==> src/rtl/mra_pkg.sv <==
package mra_pkg;
   localparam int unsigned CFG_W  = 64;
   localparam int unsigned ATTR_W = 8;
   localparam int unsigned LIM_W  = 20;
   localparam int unsigned FLAG_N = 6;

   localparam int unsigned SYS_ATTR_LSB = 0;
   localparam int unsigned SYS_TOP_LSB  = SYS_ATTR_LSB + ATTR_W;
   localparam int unsigned MID_ATTR_LSB = SYS_TOP_LSB + LIM_W;
   localparam int unsigned ROM_BASE_LSB = MID_ATTR_LSB + ATTR_W;
   localparam int unsigned ROM_ATTR_LSB = ROM_BASE_LSB + LIM_W;

   localparam logic [CFG_W-1:0] CFG_RESET = 64'h01FF_FFF0_1000_0001;

   typedef struct packed {
      logic ws;
      logic wc;
      logic wt;
      logic wp;
      logic wa;
      logic cd;
   } attr_flags_t;
endpackage

==> src/rtl/mra_cfg_reg.sv <==
module mra_cfg_reg
   import mra_pkg::*;
#(
   parameter logic [CFG_W-1:0] RESET_VAL = CFG_RESET
) (
   input  logic              clk,
   input  logic              rst_n,
   input  logic              we,
   input  logic [CFG_W-1:0]  wdata,
   output logic [ATTR_W-1:0] rom_attr,
   output logic [LIM_W-1:0]  rom_base,
   output logic [ATTR_W-1:0] mid_attr,
   output logic [LIM_W-1:0]  sys_top,
   output logic [ATTR_W-1:0] sys_attr
);
   if (ROM_ATTR_LSB + ATTR_W != CFG_W) begin : g_bad_layout
      $error("configuration fields do not fill the word");
   end

   logic [CFG_W-1:0] cfg_q;

   always_ff @(posedge clk or negedge rst_n) begin
      if (!rst_n)  cfg_q <= RESET_VAL;
      else if (we) cfg_q <= wdata;
   end

   assign rom_attr = cfg_q[ROM_ATTR_LSB +: ATTR_W];
   assign rom_base = cfg_q[ROM_BASE_LSB +: LIM_W];
   assign mid_attr = cfg_q[MID_ATTR_LSB +: ATTR_W];
   assign sys_top  = cfg_q[SYS_TOP_LSB  +: LIM_W];
   assign sys_attr = cfg_q[SYS_ATTR_LSB +: ATTR_W];

   // the word holds still unless written
   p_cfg_hold_r2: assert property (@(posedge clk) disable iff (!rst_n)
      !$past(we) |-> $stable(cfg_q));
   // a write lands exactly
   p_cfg_write_r2: assert property (@(posedge clk) disable iff (!rst_n)
      $past(we) |-> cfg_q == $past(wdata));
endmodule

==> src/rtl/mra_region_sel.sv <==
module mra_region_sel
   import mra_pkg::*;
#(
   parameter int unsigned ADDR_W     = 32,
   parameter int unsigned PAGE_SHIFT = 12,
   parameter bit          LEG_EN     = 1'b1,
   parameter logic [31:0] LEG_FIRST  = 32'h000A_0000,
   parameter logic [31:0] LEG_LAST   = 32'h000F_FFFF
) (
   input  logic [ADDR_W-1:0] addr,
   input  logic [LIM_W-1:0]  rom_base,
   input  logic [LIM_W-1:0]  sys_top,
   input  logic [ATTR_W-1:0] rom_attr,
   input  logic [ATTR_W-1:0] mid_attr,
   input  logic [ATTR_W-1:0] sys_attr,
   input  logic [ATTR_W-1:0] leg_attr,
   output logic [ATTR_W-1:0] attr_sel
);
   localparam int unsigned PAGE_W = ADDR_W - PAGE_SHIFT;

   if (PAGE_W != LIM_W) begin : g_bad_page
      $error("page number width must match the limit fields");
   end

   logic [PAGE_W-1:0] page;
   logic in_rom, in_mid, in_leg;

   assign page   = addr[ADDR_W-1:PAGE_SHIFT];
   assign in_rom = page >= rom_base;
   assign in_mid = page >= sys_top;

   if (LEG_EN) begin : g_leg
      localparam logic [ADDR_W-1:0] LF = ADDR_W'(LEG_FIRST);
      localparam logic [ADDR_W-1:0] LL = ADDR_W'(LEG_LAST);
      assign in_leg = (addr >= LF) && (addr <= LL);
   end else begin : g_no_leg
      assign in_leg = 1'b0;
   end

   always_comb begin
      if (in_rom)      attr_sel = rom_attr;
      else if (in_mid) attr_sel = mid_attr;
      else if (in_leg) attr_sel = leg_attr;
      else             attr_sel = sys_attr;
   end
endmodule

==> src/rtl/mra_attr_out.sv <==
module mra_attr_out
   import mra_pkg::*;
(
   input  logic              clk,
   input  logic              rst_n,
   input  logic              req_valid,
   input  logic [ATTR_W-1:0] attr_sel,
   output logic              rsp_valid,
   output logic [ATTR_W-1:0] rsp_attr,
   output logic [FLAG_N-1:0] rsp_flags
);
   if (FLAG_N > ATTR_W) begin : g_bad_flags
      $error("more flags than attribute bits");
   end

   always_ff @(posedge clk or negedge rst_n) begin
      if (!rst_n) begin
         rsp_valid <= 1'b0;
         rsp_attr  <= '0;
      end else begin
         rsp_valid <= req_valid;
         if (req_valid) rsp_attr <= attr_sel;
      end
   end

   for (genvar i = 0; i < FLAG_N; i++) begin : g_flag
      assign rsp_flags[i] = rsp_attr[i];
   end

   // one response per request, one cycle later
   p_rsp_latency_r9: assert property (@(posedge clk) disable iff (!rst_n)
      rsp_valid == $past(req_valid));
endmodule

==> src/rtl/mem_region_attr_dec.sv <==
module mem_region_attr_dec
   import mra_pkg::*;
#(
   parameter int unsigned ADDR_W     = 32,
   parameter int unsigned PAGE_SHIFT = 12,
   parameter bit          LEG_EN     = 1'b1,
   parameter logic [31:0] LEG_FIRST  = 32'h000A_0000,
   parameter logic [31:0] LEG_LAST   = 32'h000F_FFFF
) (
   input  logic              clk,
   input  logic              rst_n,
   input  logic              req_valid,
   input  logic [ADDR_W-1:0] req_addr,
   input  logic [7:0]        legacy_attr,
   input  logic              cfg_we,
   input  logic [63:0]       cfg_wdata,
   output logic              rsp_valid,
   output logic [7:0]        rsp_attr,
   output logic              rsp_cd,
   output logic              rsp_wa,
   output logic              rsp_wp,
   output logic              rsp_wt,
   output logic              rsp_wc,
   output logic              rsp_ws
);
   localparam int unsigned PAGE_W = ADDR_W - PAGE_SHIFT;

   if (LEG_FIRST > LEG_LAST) begin : g_bad_window
      $error("legacy window bounds reversed");
   end

   logic [ATTR_W-1:0] rom_attr, mid_attr, sys_attr, attr_sel;
   logic [LIM_W-1:0]  rom_base, sys_top;
   logic [FLAG_N-1:0] flags;
   attr_flags_t       fl;

   mra_cfg_reg u_cfg (
      .clk(clk), .rst_n(rst_n), .we(cfg_we), .wdata(cfg_wdata),
      .rom_attr(rom_attr), .rom_base(rom_base), .mid_attr(mid_attr),
      .sys_top(sys_top), .sys_attr(sys_attr)
   );

   mra_region_sel #(
      .ADDR_W(ADDR_W), .PAGE_SHIFT(PAGE_SHIFT), .LEG_EN(LEG_EN),
      .LEG_FIRST(LEG_FIRST), .LEG_LAST(LEG_LAST)
   ) u_sel (
      .addr(req_addr), .rom_base(rom_base), .sys_top(sys_top),
      .rom_attr(rom_attr), .mid_attr(mid_attr), .sys_attr(sys_attr),
      .leg_attr(legacy_attr), .attr_sel(attr_sel)
   );

   mra_attr_out u_out (
      .clk(clk), .rst_n(rst_n), .req_valid(req_valid), .attr_sel(attr_sel),
      .rsp_valid(rsp_valid), .rsp_attr(rsp_attr), .rsp_flags(flags)
   );

   assign fl     = attr_flags_t'(flags);
   assign rsp_cd = fl.cd;
   assign rsp_wa = fl.wa;
   assign rsp_wp = fl.wp;
   assign rsp_wt = fl.wt;
   assign rsp_wc = fl.wc;
   assign rsp_ws = fl.ws;

   // at or above the ROM base page the ROM byte wins
   p_rom_region_r5: assert property (@(posedge clk) disable iff (!rst_n)
      rsp_valid && ($past(req_addr[ADDR_W-1:PAGE_SHIFT]) >= $past(rom_base))
      |-> rsp_attr == $past(rom_attr));
   // between the limits the middle byte is used
   p_mid_region_r4: assert property (@(posedge clk) disable iff (!rst_n)
      rsp_valid && ($past(req_addr[ADDR_W-1:PAGE_SHIFT]) < $past(rom_base))
      && ($past(req_addr[ADDR_W-1:PAGE_SHIFT]) >= $past(sys_top))
      |-> rsp_attr == $past(mid_attr));

   if (LEG_EN) begin : g_leg_chk
      localparam logic [ADDR_W-1:0] LF = ADDR_W'(LEG_FIRST);
      localparam logic [ADDR_W-1:0] LL = ADDR_W'(LEG_LAST);
      logic [PAGE_W-1:0] pg;
      assign pg = req_addr[ADDR_W-1:PAGE_SHIFT];
      // legacy window inside system memory takes the legacy byte
      p_legacy_r7: assert property (@(posedge clk) disable iff (!rst_n)
         rsp_valid && $past(req_addr >= LF && req_addr <= LL)
         && $past(pg < sys_top && pg < rom_base)
         |-> rsp_attr == $past(legacy_attr));
   end
endmodule

==> config.mk <==
export PLATFORM = sky130hd
export DESIGN_NAME = mem_region_attr_dec
export DESIGN_NICKNAME = d
export VERILOG_FILES = /design/src/rtl/mra_pkg.sv /design/src/rtl/mra_cfg_reg.sv /design/src/rtl/mra_region_sel.sv /design/src/rtl/mra_attr_out.sv /design/src/rtl/mem_region_attr_dec.sv
export SDC_FILE = /design/constraint.sdc
export NUM_CORES = 1
export LEC_CHECK = 0
export BUFFER_PORTS_ARGS = -buffer_cell sky130_fd_sc_hd__buf_2
export CAP_MARGIN = 40
export CORE_MARGIN = 2
export CORE_UTILIZATION = 53
export DETAILED_ROUTE_END_ITERATION = 8
export PLACE_DENSITY = 0.82
export SLEW_MARGIN = 30
export SYNTH_ARGS = -nofsm -noshare
export SYNTH_HDL_FRONTEND = slang
export SYNTH_HIERARCHICAL = 1
export SYNTH_SLANG_ARGS = --single-unit
export TNS_END_PERCENT = 30
==> constraint.sdc <==
create_clock -name clk -period 2.75 [get_ports clk]
set_clock_uncertainty 0.05 [all_clocks]
set_input_delay 0.4125 -clock clk [delete_from_list [all_inputs] [get_ports clk]]
set_output_delay 0.4125 -clock clk [all_outputs]
set_load 0.03 [all_outputs]
==> flow_summary.ini, run 1 <==
[floorplanning]
die_area_sq_um = 9190
die_y_microns = 95.9
row_count = 33
core_sq_um = 8220
initial_core_util_pct = 54.4
io_pins = 123
fp.dieW_microns = 95.9

[run]
cap_viol_max_count = 0

[timing]
fin_crit_ns = 2.58
tightestPinTransition_ns = 0.733
setup_slack_ns = 0.174
maxSlewViolCount = 0
max_freq_mhz = 388
setup_violations = 0
finalHoldViolCount = 0
rsz0062_at_grt = no
final.period_utilization_pct = 93.7
tns_ns = 0
slew_headroom_pct = 50.9

[pwr]
p_seq_share_pct = 42.9
p_leak_uw = 0.00273
power_switching_share_pct = 32.2
power_switching_uw = 988
p_int_uw = 2080
p_per_area_nw_per_um2 = 587
p_clk_share_pct = 28.2
vdd_ir_drop_max_uv = 357
finalPower_uw = 3070
pwr-share-comb_pct = 28.8

[cts]
clock_sinks = 73
cts_resized = 0
clock_latency_ns = 0.35
clk_path_buf_depth = 2
cts.reportedPaths.clkPinSlew_ns = 0.08
cts_hold_buf = 0
ctsHtreeMaxLevel = 3
ctsRootBufferMaster = clkbuf_8
tritoncts = yes
postCtsSetupBuffers = 0
cts_buffers = 9

[synthesis]
yosysSeqAreaShare_pct = 41.5
synth-edff-count = 0
yosysWarnings = 6
syn-num-nets = 496
ys.flop_type = dfrtp_1
synthDistinctLibCells = 33
avgSynthCellArea_sq_um = 12.8
synth_cells = 348
ys_seq_elements = 73
syn_area_sq_um = 4470
async_reset_ff_share_pct = 100

[detailed_routing]
firstDrtPassIters = 4
drc = 0
wire_per_inst_microns = 16.8
via_per_inst = 5.32
vias = 3024
drt-total-wl_microns = 9530
final_antenna_net_count = 0
first_iter_violations = 122

[grt]
track_usage_pct = 22.2
antenna_found_initial = 0
grt_max_degree = 45
grt_pass1_wl_microns = 15400
gr-total-overflow = 0
grt_pass1_vias = 3237

[worst_setup_path]
cp_cell_sequence = inv_1 -> ha_1 -> a21oi_1 -> nor2_1 -> a211oi_1 -> o211ai_1 -> or2_2 -> o31ai_2 -> mux2_4
path_max_fanout = 8
path_buf_inv = 1
r2r-start = u_cfg/cfg_q[49]
r2r_slack_ns = 0.17
crit_slowest_cell = dfstp_2
cp-end-kind = register
worstSetupPathType = reg2reg
ff2ff_path_depth = 9
slowest_delay_ns = 0.54
crit_arrival_ns = 2.82
crit_required_ns = 2.99
path_delay_family = compound AO/OA/AOI/OAI gates
cp-start-kind = register
reg2reg_to = u_out/rsp_attr[3]

[finish]
area_growth_pct = 16.8
layout_commonest_cell = buf_2
final_area_sq_um = 5220
nets = 606
fin_util_pct = 63.5
antenna_cells = 0
mostFrequentLayoutCells = buf_2, mux2_4, dfrtp_1
drive_above_1_share_pct = 51.6

[place]
numPortBuffers = 110
postPlaceCellArea_sq_um = 5020
post-dp-hpwl_microns = 7060
place_ws_ns = 0.141
place.gp.congestion = 0.851

[run_status]
status = finished, final reports clean

[worst_hold_path]
min_path_type = in2async
==> routing by layer <==
metal	wire length [microns]	track usage, %
met1	4140	28.1
met2	4630	36.9
met3	590	5.72
met4	170	7.98
met5	0	0
==> flip-flops by register name (all words and copies together), names as in the netlist <==
name	count
u_out/rsp_attr	8
u_out/rsp_valid	1
u_cfg/cfg_q	64
==> how the worst max path moves through the flow <==
| stage | start | endpoint | slack [ns] | cells after the start |
|---|---|---|---|---|
| 3_5_place_dp | req_addr[30] | u_out/rsp_attr[3] | 0.14 | 9 |
| 6_report | u_cfg/cfg_q[49] | u_out/rsp_attr[3] | 0.17 | 9 |
| 4_1_cts | u_cfg/cfg_q[42] | u_out/rsp_attr[3] | 0.19 | 8 |
| 2_1_floorplan | u_cfg/cfg_q[53] | u_out/rsp_attr[0] | 0.33 | 10 |
| 5_1_grt | u_cfg/cfg_q[23] | u_out/rsp_attr[5] | 0.04 | 9 |
| 3_3_place_gp | req_addr[14] | u_out/rsp_attr[3] | 0.16 | 9 |
==> cell families (layout without fill, tap and decap cells) <==
| kind of cell | after synthesis | after routing | synth area share (%) |
|---|---|---|---|
| multiplexers | 80 | 80 | 25.9 |
| flip-flops | 73 | 73 | 41.5 |
| buffers and inverters | 55 | 170 | 7.75 |
| AO/OA/AOI/OAI | 54 | 54 | 8.37 |
| AND/OR/NAND/NOR | 46 | 46 | 5.34 |
| adder cells (fa/ha/maj) | 40 | 40 | 11.2 |
==> through the flow <==
stage	hold WS, ns	instances
final	0.0421	568
after global routing	0.0742	568
after CTS	0.0600	568
after detailed placement	0.437	552
after global placement	0.427	552
after floorplan	0.0669	348
==> cells in the mapped netlist, drive strengths merged (3+ instances only) <==
cell / count / share of area [%]
mux2: 80 / 26
dfrtp: 50 / 28
ha: 40 / 11
inv: 39 / 3.3
dfstp: 23 / 14
a21oi: 20 / 2.2
buf: 15 / 4.4
o21ai: 13 / 1.5
nand2: 11 / 0.92
nor3: 11 / 1.5
o31ai: 9 / 2.5
nor2: 8 / 0.67
nand3: 5 / 0.56
a21o: 4 / 0.67
nand4: 4 / 0.56
a211oi: 3 / 0.50
==> cell type report <==
cell class	instances	area, sq um
multi-input combinational	220	2270
clock buffer	9	124
inverter	39	146
timing repair buffer	115	616
fill	648	3000
sequential	73	1860
tap	105	131
clock inverter	7	78.8
==> worst reg2reg max path: cells and delay by family, from the launching register on <==
kind	cells	cell delay [ns]
and+or+nand+nor	2	0.49
buffers and inverters	1	0.04
adders and majority gates	1	0.30
muxes	1	0.18
AOI/OAI and AO/OA	4	0.93
DFF	1	0.54
==> power by group through the flow <==
stage / Sequential, uW / Combinational, uW / Clock [uW]
after floorplan: 1390 / 600 / 0
after global placement: 1330 / 850 / 0
after detailed placement: 1330 / 883 / 0
after CTS: 1320 / 888 / 890
after global routing: 1330 / 964 / 947
final: 1320 / 884 / 866
No activity file was read; power rests on OpenSTA's default activity.
==> inputs of run 2 (changes only) <==
Settings changed: CORE_MARGIN 2 to unset.
==> flow_summary.ini, run 2 (synthesis gave the netlist of run 1 again) <==
[worst_setup_path]
crit_slowest_cell = dfstp_2
path_max_fanout = 8
worstSetupPathType = reg2reg
cp-start-kind = register
slowest_delay_ns = 0.54
crit_arrival_ns = 2.82
cp_cell_sequence = inv_1 -> ha_1 -> a21oi_1 -> nor2_1 -> a211oi_1 -> o211ai_1 -> or2_2 -> o31ai_2 -> mux2_4
cp-end-kind = register
crit_required_ns = 2.99

[floorplanning]
core_sq_um = 8180
initial_core_util_pct = 54.7
fp.dieW_microns = 93.9
die_y_microns = 93.9
row_count = 33
die_area_sq_um = 8810
io_pins = 123

[cts]
cts_buffers = 9
clock_latency_ns = 0.34
cts_resized = 0
tritoncts = yes
clock_sinks = 73
ctsRootBufferMaster = clkbuf_8
cts.reportedPaths.clkPinSlew_ns = 0.08
ctsHtreeMaxLevel = 3
clk_path_buf_depth = 2

[finish]
area_growth_pct = 17.4
top_register = u_cfg/cfg_q
antenna_cells = 0
largest_register_ffs = 64
mostFrequentLayoutCells = buf_2, mux2_4, dfrtp_1
drive_above_1_share_pct = 51.5
reg_top3 = u_cfg/cfg_q: 64 flops, u_out/rsp_attr: 8 flops, u_out/rsp_valid: 1 flops
layout_commonest_cell = buf_2
final_area_sq_um = 5250
nets = 609

[detailed_routing]
final_antenna_net_count = 0
vias = 3085
drt-total-wl_microns = 9610
firstDrtPassIters = 6
wire_per_inst_microns = 16.8
via_per_inst = 5.40
first_iter_violations = 67
drc = 0

[timing]
fin_crit_ns = 2.59
hold_slack_ns = 0.244
setup_violations = 0
final.period_utilization_pct = 94.0
maxSlewViolCount = 0
finalHoldViolCount = 0
tns_ns = 0
max_freq_mhz = 387
setup_slack_ns = 0.165
tightestPinTransition_ns = 0.698
rsz0062_at_grt = no
slew_headroom_pct = 53.2

[place]
numPortBuffers = 110
place_ws_ns = 0.0960
post-dp-hpwl_microns = 7100
place.gp.congestion = 0.803
postPlaceCellArea_sq_um = 5030

[run_status]
status = finished, final reports clean

[grt]
track_usage_pct = 23.5
grt_pass1_wl_microns = 15600
antenna_found_initial = 0
gr-total-overflow = 0
grt_max_degree = 40
grt_pass1_vias = 3322

[pwr]
power_switching_uw = 970
vdd_ir_drop_max_uv = 371
p_per_area_nw_per_um2 = 581
p_seq_share_pct = 43.3
pwr-share-comb_pct = 29.1
power_switching_share_pct = 31.8
p_leak_uw = 0.00274
p_clk_share_pct = 27.6
p_int_uw = 2080

[worst_hold_path]
min_path_type = in2reg

[run]
cap_viol_max_count = 0
[run 2: cell count changes in the layout (fill, tap and decap cells not counted), sizes merged]
| cell | change |
|---|---|
| buf | +2 |
| clkbuf | +1 |
| clkinv | +1 |
| clkinvlp | -1 |
| dlygate4sd3 | +1 |
| inv | -1 |
[run 2: final timing paths]
kind | start | endpoint | slack [ns] | depth (start not counted)
max in group asynchronous | rst_n | u_cfg/cfg_q[28] | 1.71 | 3
min in group asynchronous | rst_n | u_cfg/cfg_q[19] | 0.41 | 2
hold / removal | cfg_wdata[58] | u_cfg/cfg_q[58] | 0.24 | 2
setup / recovery | u_cfg/cfg_q[49] | u_out/rsp_attr[1] | 0.16 | 9
hold reg to reg | u_out/rsp_attr[6] | u_out/rsp_attr[6] | 0.46 | 1
setup reg to reg | u_cfg/cfg_q[49] | u_out/rsp_attr[1] | 0.16 | 9
[run 2: critical path: cells and delay by family, from the launching register on]
| kind | cells | cell delay, ns |
|---|---|---|
| buffers and inverters | 1 | 0.04 |
| adder cells (fa/ha/maj) | 1 | 0.30 |
| multiplexers | 1 | 0.18 |
| flip-flops | 1 | 0.54 |
| AND/OR/NAND/NOR | 2 | 0.48 |
| AO/OA/AOI/OAI | 4 | 0.94 |
[run 2: metrics by stage]
stage / utilization (%) / cells / power (uW)
after detailed placement: 61.5 / 553 / 2220
final: 64.2 / 571 / 3050
after global placement: 61.5 / 553 / 2180
after floorplan: - / 348 / 1990
after CTS: 63.9 / 569 / 3070
after global routing: 64.2 / 571 / 3220
[run 2: routing by layer]
layer	wire length (microns)	global-route usage [%]	up-vias
li1	-	-	1448
met1	4280	29.2	1535
met2	4730	40.3	89
met3	420	5.26	13
met4	170	7.69	0
met5	0	0	-
[run 2: final cells by class]
class                      instances  area (sq um)
fill                             653          2920
multi-input combinational        220          2270
sequential                        73          1860
timing repair buffer             118           653
inverter                          39           146
tap                              105           131
clock buffer                      10           128
clock inverter                     6          67.6
[run 2: power groups by stage]
stage | Sequential, uW | Combinational [uW] | Clock (uW)
2_1_floorplan | 1390 | 600 | 0
3_3_place_gp | 1330 | 846 | 0
3_5_place_dp | 1340 | 878 | 0
4_1_cts | 1320 | 885 | 866
5_1_grt | 1340 | 971 | 914
6_report | 1320 | 888 | 841
[run 2: timing repair]
item,CTS,global route
endpoints found under the setup margin,0,0
hold buffers,0,1
setup buffers,0,0
hold endpoints to repair,0,4
==> inputs of run 3 (changes only) <==
Settings changed: CORE_UTILIZATION 53 to 57, PLACE_DENSITY 0.82 to 0.87.
Clock period 2.75 ns to 3.3 ns, I/O delays scaled along.
==> flow_summary.ini, run 3 (synthesis gave the netlist of run 1 again) <==
[timing]
tns_ns = 0
slew_headroom_pct = 56.9
rsz0062_at_grt = no
setup_violations = 0
finalHoldViolCount = 0
maxSlewViolCount = 0
tightestPinTransition_ns = 0.643
max_freq_mhz = 358
fin_crit_ns = 2.80
final.period_utilization_pct = 84.7

[finish]
fillers = 533
final_area_sq_um = 5250
antenna_cells = 0
mostFrequentLayoutCells = buf_2, mux2_4, dfrtp_1
top_register = u_cfg/cfg_q
drive_above_1_share_pct = 51.5
layout_commonest_cell = buf_2
area_growth_pct = 17.3
nets = 605
reg_top3 = u_cfg/cfg_q: 64 flops, u_out/rsp_attr: 8 flops, u_out/rsp_valid: 1 flops
largest_register_ffs = 64

[grt]
track_usage_pct = 25.5
grt_pass1_wl_microns = 16200
grt_pass1_vias = 3285
antenna_found_initial = 0
gr-total-overflow = 0
grt_max_degree = 52

[cts]
tritoncts = yes
cts_resized = 0
postCtsSetupBuffers = 0
ctsRootBufferMaster = clkbuf_8
clock_latency_ns = 0.35
ctsHtreeMaxLevel = 3
cts_buffers = 9
cts_hold_buf = 0
cts.reportedPaths.clkPinSlew_ns = 0.08
clk_path_buf_depth = 2
clock_sinks = 73

[pwr]
p_per_area_nw_per_um2 = 528
vdd_ir_drop_max_uv = 312
p_leak_uw = 0.00275
finalPower_uw = 2770

[detailed_routing]
first_iter_violations = 127
via_per_inst = 5.48
vias = 3074
wire_per_inst_microns = 17.7
drc = 0
final_antenna_net_count = 0
drt-total-wl_microns = 9920
firstDrtPassIters = 4

[worst_setup_path]
crit_arrival_ns = 3.04
cp-start-kind = register
crit_required_ns = 3.54
worstSetupPathType = reg2reg
cp-end-kind = register
path_max_fanout = 9

[place]
postPlaceCellArea_sq_um = 4980
place.gp.congestion = 0.817
numPortBuffers = 110
post-dp-hpwl_microns = 7210

[floorplanning]
io_pins = 123
core_sq_um = 7410
fp.dieW_microns = 90.6
die_y_microns = 90.6
initial_core_util_pct = 60.4
row_count = 31
die_area_sq_um = 8200

[run]
cap_viol_max_count = 0

[run_status]
status = finished, final reports clean

[worst_hold_path]
min_path_type = in2async
run 3: cell count changes in the layout (fill, tap and decap cells not counted):
cell / delta
buf_12: -3
buf_2: -1
buf_4: +1
bufinv_16: +3
clkbuf_1: -1
clkinv_4: -1
clkinvlp_4: -1
dlygate4sd3_1: -1
run 3: routing by layer:
layer | share of wire (%) | track usage, % | vias up
met2 | 51 | 43.4 | 108
met5 | 0 | 0 | -
met4 | 2.0 | 7.53 | 0
met1 | 41 | 31.2 | 1510
li1 | - | - | 1440
met3 | 6.2 | 7.49 | 16
run 3: power by group:
group | total, uW | switching, uW | internal [uW]
Sequential | 1100 | 72.7 | 1030
Combinational | 744 | 395 | 349
Clock | 926 | 346 | 580
run 3: path summary, 6_finish.rpt:
check	end	from	slack (ns)	cells after the start
worst min register to register	u_cfg/cfg_q[22]	u_cfg/cfg_q[22]	0.46	1
max in group asynchronous	u_cfg/cfg_q[58]	rst_n	2.41	2
min in group clk	u_cfg/cfg_q[7]	cfg_wdata[7]	0.32	2
worst min-delay path	u_cfg/cfg_q[22]	rst_n	0.12	1
worst max register to register	u_out/rsp_attr[7]	u_cfg/cfg_q[49]	0.50	9
worst max-delay path	u_out/rsp_attr[7]	u_cfg/cfg_q[49]	0.50	9
run 3: area by class of cell:
class | count | area, sq um | share of cell area, %
timing repair buffer | 114 | 586 | 11.2
clock inverter | 7 | 141 | 2.69
tap | 99 | 124 | 2.36
clock buffer | 9 | 124 | 2.36
sequential | 73 | 1860 | 35.4
inverter | 39 | 146 | 2.79
multi-input combinational | 220 | 2270 | 43.3
run 3: metrics by stage:
stage | std cells | setup slack [ns] | hold WS (ns) | util, %
2_1_floorplan | 348 | 0.876 | 0.149 | -
3_3_place_gp | 545 | 0.571 | 0.436 | 67.2
3_5_place_dp | 545 | 0.522 | 0.444 | 67.2
4_1_cts | 561 | 0.516 | 0.128 | 70.8
5_1_grt | 561 | 0.358 | 0.144 | 70.8
6_report | 561 | 0.505 | 0.118 | 70.8
run 3: worst max-delay path, cell delays in order (launching register included):
cell and delay [ns]:
dfstp_2 0.54, inv_1 0.04, ha_1 0.31, a21oi_1 0.22, nor2_1 0.07, a211oi_1 0.25, o211ai_1 0.28, or2_2 0.50
o31ai_2 0.30, mux2_4 0.19
